==> src/rtl/tsu_pkg.sv <==
package tsu_pkg;

  typedef enum logic [1:0] {
    MSG_SYNC    = 2'd0,
    MSG_DLY_REQ = 2'd1,
    MSG_FOLLOW  = 2'd2,
    MSG_DLY_RSP = 2'd3
  } msg_kind_e;

  // packed so that bit 2 = channel reset, bit 1 = capture all, bit 0 = master
  typedef struct packed {
    logic hold_rst;
    logic stamp_all;
    logic is_master;
  } chan_cfg_t;

  typedef enum logic [1:0] {
    WORD_CFG   = 2'd0,
    WORD_STAT  = 2'd1,
    WORD_SNAPL = 2'd2,
    WORD_SNAPH = 2'd3
  } reg_word_e;

  function automatic logic kind_qualifies(input logic is_master, input logic [1:0] kind);
    if (is_master) return kind == MSG_SYNC;
    return kind == MSG_DLY_REQ;
  endfunction

endpackage

==> src/rtl/tsu_chan_cfg.sv <==
module tsu_chan_cfg
  import tsu_pkg::*;
(
  input  logic       clk,
  input  logic       rst_n,
  input  logic       cfg_we,
  input  logic       stat_we,
  input  logic [2:0] wbits,
  output chan_cfg_t  cfg_q,
  output logic       release_req
);

  chan_cfg_t cfg_next;

  always_comb begin
    cfg_next = cfg_q;
    if (cfg_we) begin
      if (wbits[2]) begin
        cfg_next.hold_rst  = 1'b1;
        cfg_next.stamp_all = 1'b0;
        cfg_next.is_master = 1'b0;
      end else begin
        cfg_next.hold_rst  = 1'b0;
        cfg_next.stamp_all = wbits[1];
        cfg_next.is_master = wbits[0];
      end
    end
  end

  always_ff @(posedge clk or negedge rst_n) begin
    if (!rst_n) cfg_q <= '0;
    else        cfg_q <= cfg_next;
  end

  // release acts on the same edge as the status write; ignored in channel reset
  assign release_req = stat_we && wbits[0] && !cfg_q.hold_rst;

endmodule

==> src/rtl/tsu_snap_core.sv <==
module tsu_snap_core
  import tsu_pkg::*;
#(
  parameter int TS_W = 64
) (
  input  logic            clk,
  input  logic            rst_n,
  input  chan_cfg_t       cfg,
  input  logic            release_req,
  input  logic            sfd,
  input  logic            cls_valid,
  input  logic            cls_good,
  input  logic [1:0]      cls_kind,
  input  logic [TS_W-1:0] time_now,
  output logic [TS_W-1:0] snap_q,
  output logic            held_q
);

  logic pend_q;
  logic lock_evt;

  assign lock_evt = !cfg.stamp_all && !held_q && pend_q && cls_valid && cls_good &&
                    kind_qualifies(cfg.is_master, cls_kind);

  always_ff @(posedge clk or negedge rst_n) begin
    if (!rst_n) begin
      snap_q <= '0;
      held_q <= 1'b0;
      pend_q <= 1'b0;
    end else if (cfg.hold_rst) begin
      snap_q <= '0;
      held_q <= 1'b0;
      pend_q <= 1'b0;
    end else if (held_q) begin
      if (release_req || cfg.stamp_all) begin
        held_q <= 1'b0;
        pend_q <= 1'b0;
      end
    end else if (cfg.stamp_all) begin
      pend_q <= 1'b0;
      if (sfd) snap_q <= time_now;
    end else if (lock_evt) begin
      held_q <= 1'b1;
      pend_q <= 1'b0;
    end else begin
      if (cls_valid) pend_q <= 1'b0;
      if (sfd) begin
        snap_q <= time_now;
        pend_q <= 1'b1;
      end
    end
  end

endmodule

==> src/rtl/tsu_reg_decode.sv <==
module tsu_reg_decode
  import tsu_pkg::*;
#(
  parameter int NUM_CH = 8,
  parameter int ADDR_W = 12,
  parameter int BASE   = 64,
  parameter int STRIDE = 32,
  parameter int TS_W   = 64
) (
  input  logic                    reg_we,
  input  logic [ADDR_W-1:0]       reg_addr,
  input  logic [2:0]              wbits,
  input  chan_cfg_t               cfg_q   [NUM_CH],
  input  logic [NUM_CH-1:0]       held,
  input  logic [TS_W*NUM_CH-1:0]  snaps,
  output logic [NUM_CH-1:0]       cfg_we,
  output logic [NUM_CH-1:0]       stat_we,
  output logic [31:0]             reg_rdata
);

  localparam int CH_W  = (NUM_CH > 1) ? $clog2(NUM_CH) : 1;
  localparam int OFS_W = $clog2(STRIDE);
  localparam int WRD_W = OFS_W - 2;
  localparam logic [ADDR_W:0] WIN_LO = (ADDR_W+1)'(BASE);
  localparam logic [ADDR_W:0] WIN_HI = (ADDR_W+1)'(BASE + NUM_CH * STRIDE);

  logic [ADDR_W-1:0] rel;
  logic              hit;
  logic [CH_W-1:0]   chan;
  logic [WRD_W-1:0]  word_idx;
  logic              word_ok;
  logic [1:0]        word;
  logic [63:0]       sel_snap;
  logic              dec_unused;

  assign rel      = reg_addr - ADDR_W'(BASE);
  assign hit      = ({1'b0, reg_addr} >= WIN_LO) && ({1'b0, reg_addr} < WIN_HI);
  assign chan     = rel[OFS_W +: CH_W];
  assign word_idx = rel[OFS_W-1:2];
  assign word_ok  = int'(word_idx) < 4;
  assign word     = word_idx[1:0];
  assign dec_unused = ^{rel[1:0], rel[ADDR_W-1:OFS_W+CH_W]};

  for (genvar c = 0; c < NUM_CH; c++) begin : g_wr
    logic sel;
    assign sel        = reg_we && hit && word_ok && (int'(chan) == c);
    assign cfg_we[c]  = sel && (word == WORD_CFG);
    assign stat_we[c] = sel && (word == WORD_STAT);
  end

  always_comb begin
    sel_snap  = '0;
    reg_rdata = '0;
    for (int c = 0; c < NUM_CH; c++) begin
      if (int'(chan) == c) sel_snap = 64'(snaps[c*TS_W +: TS_W]);
    end
    if (hit && word_ok) begin
      for (int c = 0; c < NUM_CH; c++) begin
        if (int'(chan) == c) begin
          case (word)
            WORD_CFG:   reg_rdata = {29'd0, cfg_q[c]};
            WORD_STAT:  reg_rdata = {31'd0, held[c]};
            WORD_SNAPL: reg_rdata = sel_snap[31:0];
            default:    reg_rdata = sel_snap[63:32];
          endcase
        end
      end
    end
  end

endmodule

==> src/rtl/tsu_snap_array.sv <==
module tsu_snap_array
  import tsu_pkg::*;
#(
  parameter int NUM_CH = 8,
  parameter int TS_W   = 64,
  parameter int ADDR_W = 12,
  parameter int BASE   = 64,
  parameter int STRIDE = 32
) (
  input  logic                   clk,
  input  logic                   rst_n,
  input  logic [TS_W-1:0]        time_now,
  input  logic [NUM_CH-1:0]      sfd_pulse,
  input  logic [NUM_CH-1:0]      cls_valid,
  input  logic [NUM_CH-1:0]      cls_good,
  input  logic [2*NUM_CH-1:0]    cls_kind,
  input  logic                   reg_we,
  input  logic [ADDR_W-1:0]      reg_addr,
  input  logic [31:0]            reg_wdata,
  output logic [31:0]            reg_rdata,
  output logic [TS_W*NUM_CH-1:0] snap_value,
  output logic [NUM_CH-1:0]      snap_held
);

  chan_cfg_t          cfg_q [NUM_CH];
  logic [NUM_CH-1:0]  cfg_we;
  logic [NUM_CH-1:0]  stat_we;
  logic [NUM_CH-1:0]  rel_req;
  logic [NUM_CH-1:0]  chan_crst;
  logic [NUM_CH-1:0]  chan_all;
  logic               wdata_unused;

  assign wdata_unused = ^reg_wdata[31:3];

  tsu_reg_decode #(
    .NUM_CH(NUM_CH), .ADDR_W(ADDR_W), .BASE(BASE), .STRIDE(STRIDE), .TS_W(TS_W)
  ) u_dec (
    .reg_we   (reg_we),
    .reg_addr (reg_addr),
    .wbits    (reg_wdata[2:0]),
    .cfg_q    (cfg_q),
    .held     (snap_held),
    .snaps    (snap_value),
    .cfg_we   (cfg_we),
    .stat_we  (stat_we),
    .reg_rdata(reg_rdata)
  );

  for (genvar c = 0; c < NUM_CH; c++) begin : g_ch
    tsu_chan_cfg u_cfg (
      .clk        (clk),
      .rst_n      (rst_n),
      .cfg_we     (cfg_we[c]),
      .stat_we    (stat_we[c]),
      .wbits      (reg_wdata[2:0]),
      .cfg_q      (cfg_q[c]),
      .release_req(rel_req[c])
    );

    assign chan_crst[c] = cfg_q[c].hold_rst;
    assign chan_all[c]  = cfg_q[c].stamp_all;

    tsu_snap_core #(.TS_W(TS_W)) u_core (
      .clk        (clk),
      .rst_n      (rst_n),
      .cfg        (cfg_q[c]),
      .release_req(rel_req[c]),
      .sfd        (sfd_pulse[c]),
      .cls_valid  (cls_valid[c]),
      .cls_good   (cls_good[c]),
      .cls_kind   (cls_kind[2*c +: 2]),
      .time_now   (time_now),
      .snap_q     (snap_value[c*TS_W +: TS_W]),
      .held_q     (snap_held[c])
    );
  end

endmodule

==> config.mk <==
export PLATFORM = sky130hd
export DESIGN_NAME = tsu_snap_array
export DESIGN_NICKNAME = d
export VERILOG_FILES = /design/src/rtl/tsu_pkg.sv /design/src/rtl/tsu_chan_cfg.sv /design/src/rtl/tsu_snap_core.sv /design/src/rtl/tsu_reg_decode.sv /design/src/rtl/tsu_snap_array.sv
export SDC_FILE = /design/constraint.sdc
export NUM_CORES = 1
export LEC_CHECK = 0
export BUFFER_PORTS_ARGS = -buffer_cell sky130_fd_sc_hd__clkbuf_2
export CAP_MARGIN = 10
export CORE_AREA = 2 2 273 275
export DETAILED_ROUTE_END_ITERATION = 8
export DIE_AREA = 0 0 275 277
export GPL_ROUTABILITY_DRIVEN = 0
export MAX_ROUTING_LAYER = met4
export SLEW_MARGIN = 10
export SYNTH_ARGS = -nofsm -noshare
export SYNTH_HDL_FRONTEND = slang
export SYNTH_SLANG_ARGS = --single-unit
==> constraint.sdc <==
create_clock -name clk -period 4.45 [get_ports clk]
set_clock_uncertainty 0.1 [all_clocks]
set_input_delay 0.6675 -clock clk [delete_from_list [all_inputs] [get_ports clk]]
set_output_delay 0.6675 -clock clk [all_outputs]
set_load 0.01 [all_outputs]
==> metrics.txt, run 1 <==
# TYPE chip_impl_metric gauge
chip_impl_metric{name="tightestPinTransition",unit="ns"} 1.20
chip_impl_metric{name="route.detailed.vias_per_inst",unit=""} 5.93
chip_impl_metric{name="drv.max_cap_violation_count",unit=""} 0
chip_impl_metric{name="setup.reg_to_reg.worst_slack",unit="ns"} 1.67
chip_impl_metric{name="reg2regPathDepth",unit=""} 6
chip_impl_metric{name="path_clk_slew",unit="ns"} 0.06
chip_impl_metric{name="flow.area_growth_from_synthesis",unit="%"} 22.6
chip_impl_metric{name="post_synth_xor_area_fraction",unit=""} 0.00254
chip_impl_metric{name="number_of_enable_type_register_cells_in_the_synthesized_netlist",unit=""} 0
chip_impl_metric{name="ir_worst_vdd",unit="mV"} 0.434
chip_impl_metric{name="die_y",unit="um"} 277
chip_impl_metric{name="clock_sinks",unit=""} 552
chip_impl_metric{name="netSwitchingPower",unit="W"} 0.0112
chip_impl_metric{name="min_period_over_period",unit=""} 0.958
chip_impl_metric{name="numCtsBuffers",unit=""} 66
chip_impl_metric{name="synth_sequential_area_ratio",unit=""} 0.501
chip_impl_metric{name="route.detailed.drc",unit=""} 0
chip_impl_metric{name="synth-simple-area-share",unit=""} 0.188
chip_impl_metric{name="buffer_ports.inserted",unit=""} 673
chip_impl_metric{name="slew_headroom",unit=""} 0.203
chip_impl_metric{name="finalNetCount",unit=""} 3816
chip_impl_info{name="cts-root-buf",value="sky130_fd_sc_hd__clkbuf_16"} 1
chip_impl_metric{name="grt_antenna_before_repair",unit=""} 6
chip_impl_metric{name="report.final.hold_viol_count",unit=""} 6
chip_impl_metric{name="synth_compound_gate_area_share",unit=""} 0.178
chip_impl_metric{name="cp_data_required_time",unit="ns"} 3.68
chip_impl_info{name="setup_repair_after_global_routing_missed_its_margin",value="false"} 1
chip_impl_info{name="layout.cells.most_common",value="sky130_fd_sc_hd__nand2_1"} 1
chip_impl_metric{name="swShare",unit=""} 0.436
chip_impl_metric{name="place_hpwl",unit="um"} 91500
chip_impl_info{name="critical_path.startpoint_type",value="input port"} 1
chip_impl_metric{name="die_w",unit="um"} 275
chip_impl_metric{name="fin_total_pwr",unit="W"} 0.0257
chip_impl_info{name="path_class",value="input port to output port"} 1
chip_impl_metric{name="synth_fa_ha_area_frac",unit=""} 0.000907
chip_impl_metric{name="via_count_of_the_routed_design",unit=""} 27800
chip_impl_metric{name="fraction_of_power_consumed_by_the_clock_network",unit=""} 0.225
chip_impl_info{name="synth.largest_area_cell",value="sky130_fd_sc_hd__dfrtp_1"} 1
chip_impl_metric{name="detailed_router_s_first_iteration_violation_count",unit=""} 3143
chip_impl_info{name="reg2reg_to",value="g_ch[7].u_core.snap_q[28]$_DFFE_PN0P_"} 1
chip_impl_metric{name="layout.cells.non_filler",unit=""} 4688
chip_impl_metric{name="io_pins",unit=""} 703
chip_impl_metric{name="muxShareOfSynthArea",unit=""} 0.0687
chip_impl_metric{name="pwr-share-seq",unit=""} 0.369
chip_impl_metric{name="crit_arrival",unit="ns"} 3.49
chip_impl_metric{name="finalHoldWorstSlack",unit="ns"} -0.0310
chip_impl_info{name="run_status",value="finished with violations"} 1
chip_impl_metric{name="synth-async-reset-ratio",unit=""} 1.00
chip_impl_metric{name="ctsHoldBuffers",unit=""} 0
chip_impl_metric{name="powerDensity",unit="mW/mm2"} 761
chip_impl_metric{name="netlist_instances",unit=""} 3157
chip_impl_metric{name="ff_latch_count_synth",unit=""} 552
chip_impl_info{name="synth_ff_type",value="sky130_fd_sc_hd__dfrtp_1"} 1
chip_impl_metric{name="placeableCoreArea",unit="mm2"} 0.0736
chip_impl_metric{name="drive_above_1_share",unit=""} 0.271
chip_impl_info{name="cts_tree",value="built"} 1
chip_impl_metric{name="cts.htree.levels",unit=""} 3
chip_impl_metric{name="internal_power",unit="W"} 0.0145
chip_impl_metric{name="report.final.slew_viol_count",unit=""} 0
chip_impl_metric{name="critical_path.max_fanout",unit=""} 15
chip_impl_metric{name="fp-row-count",unit=""} 100
chip_impl_metric{name="wire_length_of_the_first_global_routing_pass",unit="um"} 193000
chip_impl_info{name="worstSetupEndpointType",value="output port"} 1
chip_impl_metric{name="yosysWarnings",unit=""} 0
chip_impl_metric{name="post-cts-setup-buffer-count",unit=""} 0
chip_impl_metric{name="route.antenna.remaining_nets",unit=""} 0
chip_impl_metric{name="finalWorstPathRequiredPeriod",unit="ns"} 4.26
chip_impl_metric{name="globalRouteTotalUtil",unit=""} 0.361
chip_impl_metric{name="post_drt_wl_per_cell",unit="um"} 29.2
chip_impl_metric{name="postSynthAreaPerCell",unit="um2"} 8.74
chip_impl_metric{name="global_route.overflow_total",unit=""} 0
chip_impl_metric{name="fmaxAchievable",unit="GHz"} 0.235
chip_impl_metric{name="placedCellCount",unit=""} 4564
chip_impl_metric{name="wl",unit="um"} 137000
chip_impl_metric{name="synthDominantCellAreaShare",unit=""} 0.501
chip_impl_metric{name="combinational_power_share",unit=""} 0.405
chip_impl_info{name="launch_point_of_the_worst_reg_to_reg_path",value="g_ch[7].u_cfg.cfg_q[0]$_DFFE_PN0P_"} 1
chip_impl_info{name="violations",value="hold timing"} 1
chip_impl_metric{name="static-leakage-power",unit="nW"} 16.1
chip_impl_metric{name="synth.lib_cells_used.distinct",unit=""} 71
chip_impl_metric{name="fin_setup_tns",unit="ns"} 0
chip_impl_info{name="min_path_type",value="input port to asynchronous set/reset pin"} 1
chip_impl_info{name="layout_common_cells",value="sky130_fd_sc_hd__nand2_1 (1067), sky130_fd_sc_hd__clkbuf_2 (670), sky130_fd_sc_hd__a21oi_1 (552), sky130_fd_sc_hd__dfrtp_1 (544), sky130_fd_sc_hd__buf_4 (83)"} 1
chip_impl_metric{name="timing.final.setup_violations",unit=""} 0
chip_impl_metric{name="mappedNetlistNets",unit=""} 3310
chip_impl_metric{name="dr.pass1.iters",unit=""} 5
chip_impl_metric{name="cts_max_path_buffers",unit=""} 3
chip_impl_metric{name="syn-cell-area",unit="mm2"} 0.0276
chip_impl_metric{name="die_area",unit="mm2"} 0.0762
chip_impl_metric{name="grt_max_degree",unit=""} 96
chip_impl_metric{name="clk-insertion-delay-late",unit="ns"} 0.62
chip_impl_info{name="synth_top_family_by_area",value="simple AND/OR/NAND/NOR gates"} 1
chip_impl_info{name="synth_top_cells_by_area",value="sky130_fd_sc_hd__dfrtp_1 (50%), sky130_fd_sc_hd__nand2_1 (15%), sky130_fd_sc_hd__a21oi_1 (10%)"} 1
chip_impl_metric{name="starting_utilization_of_the_core_area",unit=""} 0.375
chip_impl_metric{name="first_global_vias",unit=""} 26100
chip_impl_metric{name="fillerInstances",unit=""} 7254
[what timing repair did]
item / CTS / global route
resized for setup: 0 / 2
endpoints found under the hold margin: 0 / 0
setup endpoints to repair: 0 / 2
[synth_stat cells, types with 28 or more instances]
cell type / count
sky130_fd_sc_hd__buf_2: 63
sky130_fd_sc_hd__o22ai_1: 47
sky130_fd_sc_hd__a211oi_1: 55
sky130_fd_sc_hd__mux2i_1: 43
sky130_fd_sc_hd__o21ai_0: 58
sky130_fd_sc_hd__a21oi_1: 552
sky130_fd_sc_hd__a22oi_1: 28
sky130_fd_sc_hd__nor2b_1: 34
sky130_fd_sc_hd__mux4_2: 37
sky130_fd_sc_hd__nand2_1: 1072
sky130_fd_sc_hd__mux2_2: 50
sky130_fd_sc_hd__buf_4: 87
sky130_fd_sc_hd__clkbuf_1: 151
sky130_fd_sc_hd__dfrtp_1: 552
sky130_fd_sc_hd__nor2_1: 53
[registers in the layout, summed over array words and instances (netlist names)]
name and cells:
g_ch.u_core.pend_q 8, g_ch.u_cfg.cfg_q 24, g_ch.u_core.snap_q 512, g_ch.u_core.held_q 8
[power by group through the flow]
stage                     sequential [W]  clock, W  combinational (W)
after floorplan                  0.00989         0            0.00438
after global placement           0.00947         0             0.0102
after detailed placement         0.00953         0             0.0103
after CTS                        0.00945   0.00583             0.0103
after global routing             0.00975   0.00603             0.0112
final                            0.00951   0.00579             0.0104
[critical path: stages]
cell	delay [ns]
sky130_fd_sc_hd__buf_6	0.17
sky130_fd_sc_hd__clkinv_2	0.11
sky130_fd_sc_hd__ha_4	0.31
sky130_fd_sc_hd__or3b_2	0.59
sky130_fd_sc_hd__o22ai_1	0.17
sky130_fd_sc_hd__a21oi_1	0.26
sky130_fd_sc_hd__a211oi_1	0.12
sky130_fd_sc_hd__nor4_1	0.80
sky130_fd_sc_hd__clkbuf_2	0.27
[cell type report]
| cell class | count | area (um2) | share of cell area |
|---|---|---|---|
| clock inverter | 25 | 363 | 0.0107 |
| timing repair buffer | 767 | 4240 | 0.125 |
| clock buffer | 93 | 1920 | 0.0569 |
| multi-input combinational | 2267 | 12200 | 0.360 |
| antenna | 6 | 15.0 | 0.000444 |
| tap | 969 | 1210 | 0.0358 |
| sequential | 552 | 13800 | 0.409 |
| inverter | 9 | 35.0 | 0.00104 |
[kinds of logic (layout without fill, tap and decap cells)]
logic type / after synthesis / count (layout)
buffers and inverters: 338 / 894
xor gates and xnor gates: 8 / 8
AOI/OAI and AO/OA: 854 / 854
other: 0 / 6
DFF: 552 / 552
adders and majority gates: 2 / 2
muxes: 136 / 136
and+or+nand+nor: 1267 / 1267
[stage by stage]
stage / worst slack [ns] / instance area (um2) / hold slack [ns] / utilization
after floorplan: 0.532 / 27600 / 0.272 / -
after global placement: 0.105 / 31500 / 0.423 / 0.428
after detailed placement: 0.0673 / 31500 / 0.427 / 0.428
after CTS: 0.0715 / 33800 / 0.0150 / 0.459
after global routing: 0.0234 / 33800 / 0.0352 / 0.460
final: 0.188 / 33800 / -0.0310 / 0.460
[worst max path at each step]
stage	start	end	slack, ns	depth (start not counted)
final	reg_addr[6]	reg_rdata[26]	0.19	9
after global routing	reg_addr[6]	reg_rdata[26]	0.02	9
after CTS	reg_addr[6]	reg_rdata[21]	0.07	10
after detailed placement	reg_addr[6]	reg_rdata[21]	0.07	10
after global placement	reg_addr[6]	reg_rdata[21]	0.10	10
after floorplan	reg_addr[6]	reg_rdata[13]	0.53	12
[per-layer routing]
metal	vias to the layer above	share of wire	GRT usage
met2	1763	0.46	0.540
met4	0	0.050	0.154
met3	365	0.11	0.106
met5	-	0	-
li1	11800	-	-
met1	13900	0.38	0.453
Note: power is estimated with default switching activity, not from simulation.
==> run 2, diff against run 1 <==
--- a/config.mk
+++ b/config.mk
@@ -12,6 +12,7 @@
 export DIE_AREA = 0 0 275 277
 export GPL_ROUTABILITY_DRIVEN = 0
 export MAX_ROUTING_LAYER = met4
+export PLACE_DENSITY_LB_ADDON = 0.05
 export SLEW_MARGIN = 10
 export SYNTH_ARGS = -nofsm -noshare
 export SYNTH_HDL_FRONTEND = slang
==> metrics.txt, run 2 (synthesis results as in run 1) <==
# TYPE chip_impl_metric gauge
chip_impl_metric{name="buffer_ports.inserted",unit=""} 673
chip_impl_metric{name="die_y",unit="um"} 277
chip_impl_metric{name="utilization",unit=""} 0.457
chip_impl_info{name="path_class",value="input port to output port"} 1
chip_impl_metric{name="detailed_router_s_first_iteration_violation_count",unit=""} 2882
chip_impl_metric{name="post_drt_wl_per_cell",unit="um"} 29.9
chip_impl_metric{name="final_cell_area",unit="mm2"} 0.0336
chip_impl_metric{name="tightestPinTransition",unit="ns"} 1.12
chip_impl_metric{name="crit_arrival",unit="ns"} 3.63
chip_impl_metric{name="route.antenna.remaining_nets",unit=""} 0
chip_impl_metric{name="powerDensity",unit="mW/mm2"} 755
chip_impl_info{name="hold_path_startpoint",value="time_now[11]"} 1
chip_impl_metric{name="placedCellCount",unit=""} 4558
chip_impl_info{name="cpMostUsedCell",value="sky130_fd_sc_hd__a211oi_1"} 1
chip_impl_metric{name="fmaxAchievable",unit="GHz"} 0.227
chip_impl_metric{name="dr.pass1.iters",unit=""} 6
chip_impl_info{name="launch_point_of_the_worst_reg_to_reg_path",value="g_ch[7].u_cfg.cfg_q[0]$_DFFE_PN0P_"} 1
chip_impl_metric{name="fin_total_pwr",unit="W"} 0.0254
chip_impl_info{name="min_path_type",value="input port to flip-flop"} 1
chip_impl_metric{name="fp-row-count",unit=""} 100
chip_impl_metric{name="via_count_of_the_routed_design",unit=""} 27500
chip_impl_metric{name="global_route.overflow_total",unit=""} 0
chip_impl_metric{name="wire_length_of_the_first_global_routing_pass",unit="um"} 199000
chip_impl_metric{name="static-leakage-power",unit="nW"} 16.0
chip_impl_metric{name="clk-insertion-delay-late",unit="ns"} 0.61
chip_impl_metric{name="largest_register_ffs",unit=""} 512
chip_impl_metric{name="placeableCoreArea",unit="mm2"} 0.0736
chip_impl_info{name="ordered_cell_list_for_the_critical_path",value="buf_6 -> clkinv_2 -> ha_4 -> nand2b_1 -> buf_4 -> a211oi_1 -> a221oi_1 -> a211oi_1 -> nor4_1 -> clkbuf_2"} 1
chip_impl_metric{name="clock_sinks",unit=""} 552
chip_impl_metric{name="place_hpwl",unit="um"} 92100
chip_impl_info{name="reg2reg_to",value="g_ch[7].u_core.snap_q[42]$_DFFE_PN0P_"} 1
chip_impl_info{name="setup_repair_after_global_routing_missed_its_margin",value="false"} 1
chip_impl_metric{name="drive_above_1_share",unit=""} 0.268
chip_impl_metric{name="flow.area_growth_from_synthesis",unit="%"} 21.9
chip_impl_metric{name="critical_path.max_fanout",unit=""} 14
chip_impl_metric{name="worst_hold_path_stage_count",unit=""} 3
chip_impl_info{name="worstSetupEndpointType",value="output port"} 1
chip_impl_metric{name="die_area",unit="mm2"} 0.0762
chip_impl_info{name="cts_tree",value="built"} 1
chip_impl_metric{name="slew_headroom",unit=""} 0.257
chip_impl_metric{name="fin_setup_tns",unit="ns"} 0
chip_impl_metric{name="finalWorstPathRequiredPeriod",unit="ns"} 4.40
chip_impl_metric{name="starting_utilization_of_the_core_area",unit=""} 0.375
chip_impl_metric{name="report.final.slew_viol_count",unit=""} 0
chip_impl_info{name="layout.cells.most_common",value="sky130_fd_sc_hd__nand2_1"} 1
chip_impl_metric{name="first_global_vias",unit=""} 27100
chip_impl_metric{name="cts_resizes",unit=""} 0
chip_impl_metric{name="timing.final.setup_violations",unit=""} 0
chip_impl_metric{name="setup.reg_to_reg.worst_slack",unit="ns"} 1.79
chip_impl_metric{name="io_pins",unit=""} 703
chip_impl_metric{name="finalNetCount",unit=""} 3813
chip_impl_info{name="top_reg_by_flops",value="g_ch.u_core.snap_q"} 1
chip_impl_info{name="run_status",value="finished clean"} 1
chip_impl_metric{name="report.final.hold_viol_count",unit=""} 0
chip_impl_metric{name="grt_max_degree",unit=""} 92
chip_impl_metric{name="layout.cells.non_filler",unit=""} 4685
chip_impl_metric{name="drv.max_cap_violation_count",unit=""} 0
chip_impl_metric{name="ctsHoldBuffers",unit=""} 1
chip_impl_info{name="layout_common_cells",value="sky130_fd_sc_hd__nand2_1 (1067), sky130_fd_sc_hd__clkbuf_2 (670), sky130_fd_sc_hd__a21oi_1 (552), sky130_fd_sc_hd__dfrtp_1 (544), sky130_fd_sc_hd__buf_4 (77)"} 1
chip_impl_metric{name="wl",unit="um"} 140000
chip_impl_metric{name="die_w",unit="um"} 275
chip_impl_metric{name="grt_antenna_before_repair",unit=""} 6
chip_impl_metric{name="route.detailed.drc",unit=""} 0
chip_impl_info{name="cts-root-buf",value="sky130_fd_sc_hd__clkbuf_16"} 1
chip_impl_metric{name="cts_max_path_buffers",unit=""} 3
chip_impl_info{name="min_to",value="g_ch[4].u_core.snap_q[11]$_DFFE_PN0P_"} 1
chip_impl_metric{name="min_period_over_period",unit=""} 0.989
chip_impl_metric{name="post-cts-setup-buffer-count",unit=""} 0
chip_impl_metric{name="numCtsBuffers",unit=""} 68
chip_impl_metric{name="ir_worst_vdd",unit="mV"} 0.401
chip_impl_metric{name="cts.htree.levels",unit=""} 3
chip_impl_metric{name="place_area",unit="mm2"} 0.0315
chip_impl_info{name="largest_registers_ranked_by_flip_flop_count",value="g_ch.u_core.snap_q (512), g_ch.u_cfg.cfg_q (24)"} 1
chip_impl_info{name="critical_path.startpoint_type",value="input port"} 1
chip_impl_metric{name="reg2regPathDepth",unit=""} 6
chip_impl_metric{name="slowest_delay",unit="ns"} 0.89
chip_impl_metric{name="globalRouteTotalUtil",unit=""} 0.372
chip_impl_metric{name="path_clk_slew",unit="ns"} 0.06
chip_impl_info{name="crit_path_top_delay_cell",value="sky130_fd_sc_hd__a211oi_1"} 1
chip_impl_metric{name="cp_data_required_time",unit="ns"} 3.68
chip_impl_metric{name="route.detailed.vias_per_inst",unit=""} 5.87
-- run 2: changes by cell type in the layout (fill, tap and decap cells not counted) --
| cell | change |
|---|---|
| sky130_fd_sc_hd__nor4_2 | -2 |
| sky130_fd_sc_hd__clkinvlp_4 | +1 |
| sky130_fd_sc_hd__bufinv_16 | -6 |
| sky130_fd_sc_hd__inv_16 | -2 |
| sky130_fd_sc_hd__nor4_1 | +2 |
| sky130_fd_sc_hd__clkinv_16 | -1 |
| sky130_fd_sc_hd__clkbuf_1 | +10 |
| sky130_fd_sc_hd__dlygate4sd3_1 | +1 |
| sky130_fd_sc_hd__buf_4 | -6 |
| sky130_fd_sc_hd__clkbuf_16 | +4 |
| sky130_fd_sc_hd__diode_2 | -1 |
| sky130_fd_sc_hd__clkbuf_8 | -1 |
| sky130_fd_sc_hd__clkinv_2 | -2 |
-- run 2: how the worst max path moves through the flow --
stage	to	cells after the start	from
after floorplan	reg_rdata[13]	12	reg_addr[6]
after global placement	reg_rdata[15]	10	reg_addr[6]
after detailed placement	reg_rdata[15]	10	reg_addr[6]
after CTS	reg_rdata[15]	10	reg_addr[6]
after global routing	reg_rdata[14]	10	reg_addr[6]
final	reg_rdata[10]	10	reg_addr[6]
-- run 2: per-layer routing --
layer | wire (um) | global-route usage
met5 | 0 | -
met2 | 65000 | 0.569
met4 | 6430 | 0.155
met1 | 55500 | 0.473
met3 | 13400 | 0.0894
-- run 2: final cells by class --
type                    instances  area (um2)
diodes                          5        12.5
clock buffers                 106        2050
clock inverters                15         110
fillers                      7302       39900
inverters                       9        35.0
multi-input cells            2267       12200
flip-flops and latches        552       13800
well taps                     969        1210
repair buffers                762        4200
-- run 2: power by group --
part	internal, W	leakage [nW]	switching, W	total [W]
logic	0.00381	8.03	0.00662	0.0104
registers	0.00729	6.88	0.00220	0.00949
clock network	0.00317	1.06	0.00232	0.00549
total	0.0143	16.0	0.0111	0.0254
-- run 2: critical path: cells and delay by family --
| family | cells | cell delay, ns |
|---|---|---|
| buf+inv | 4 | 0.78 |
| fa+ha+maj | 1 | 0.28 |
| simple gates | 2 | 0.70 |
| compound gates | 3 | 1.19 |
-- run 2: stage by stage --
stage / setup slack [ns] / hold slack (ns)
final: 0.0503 / 0.266
after global routing: 0.0523 / 0.262
after CTS: 0.190 / 0.248
after detailed placement: 0.188 / 0.430
after global placement: 0.242 / 0.426
after floorplan: 0.532 / 0.272
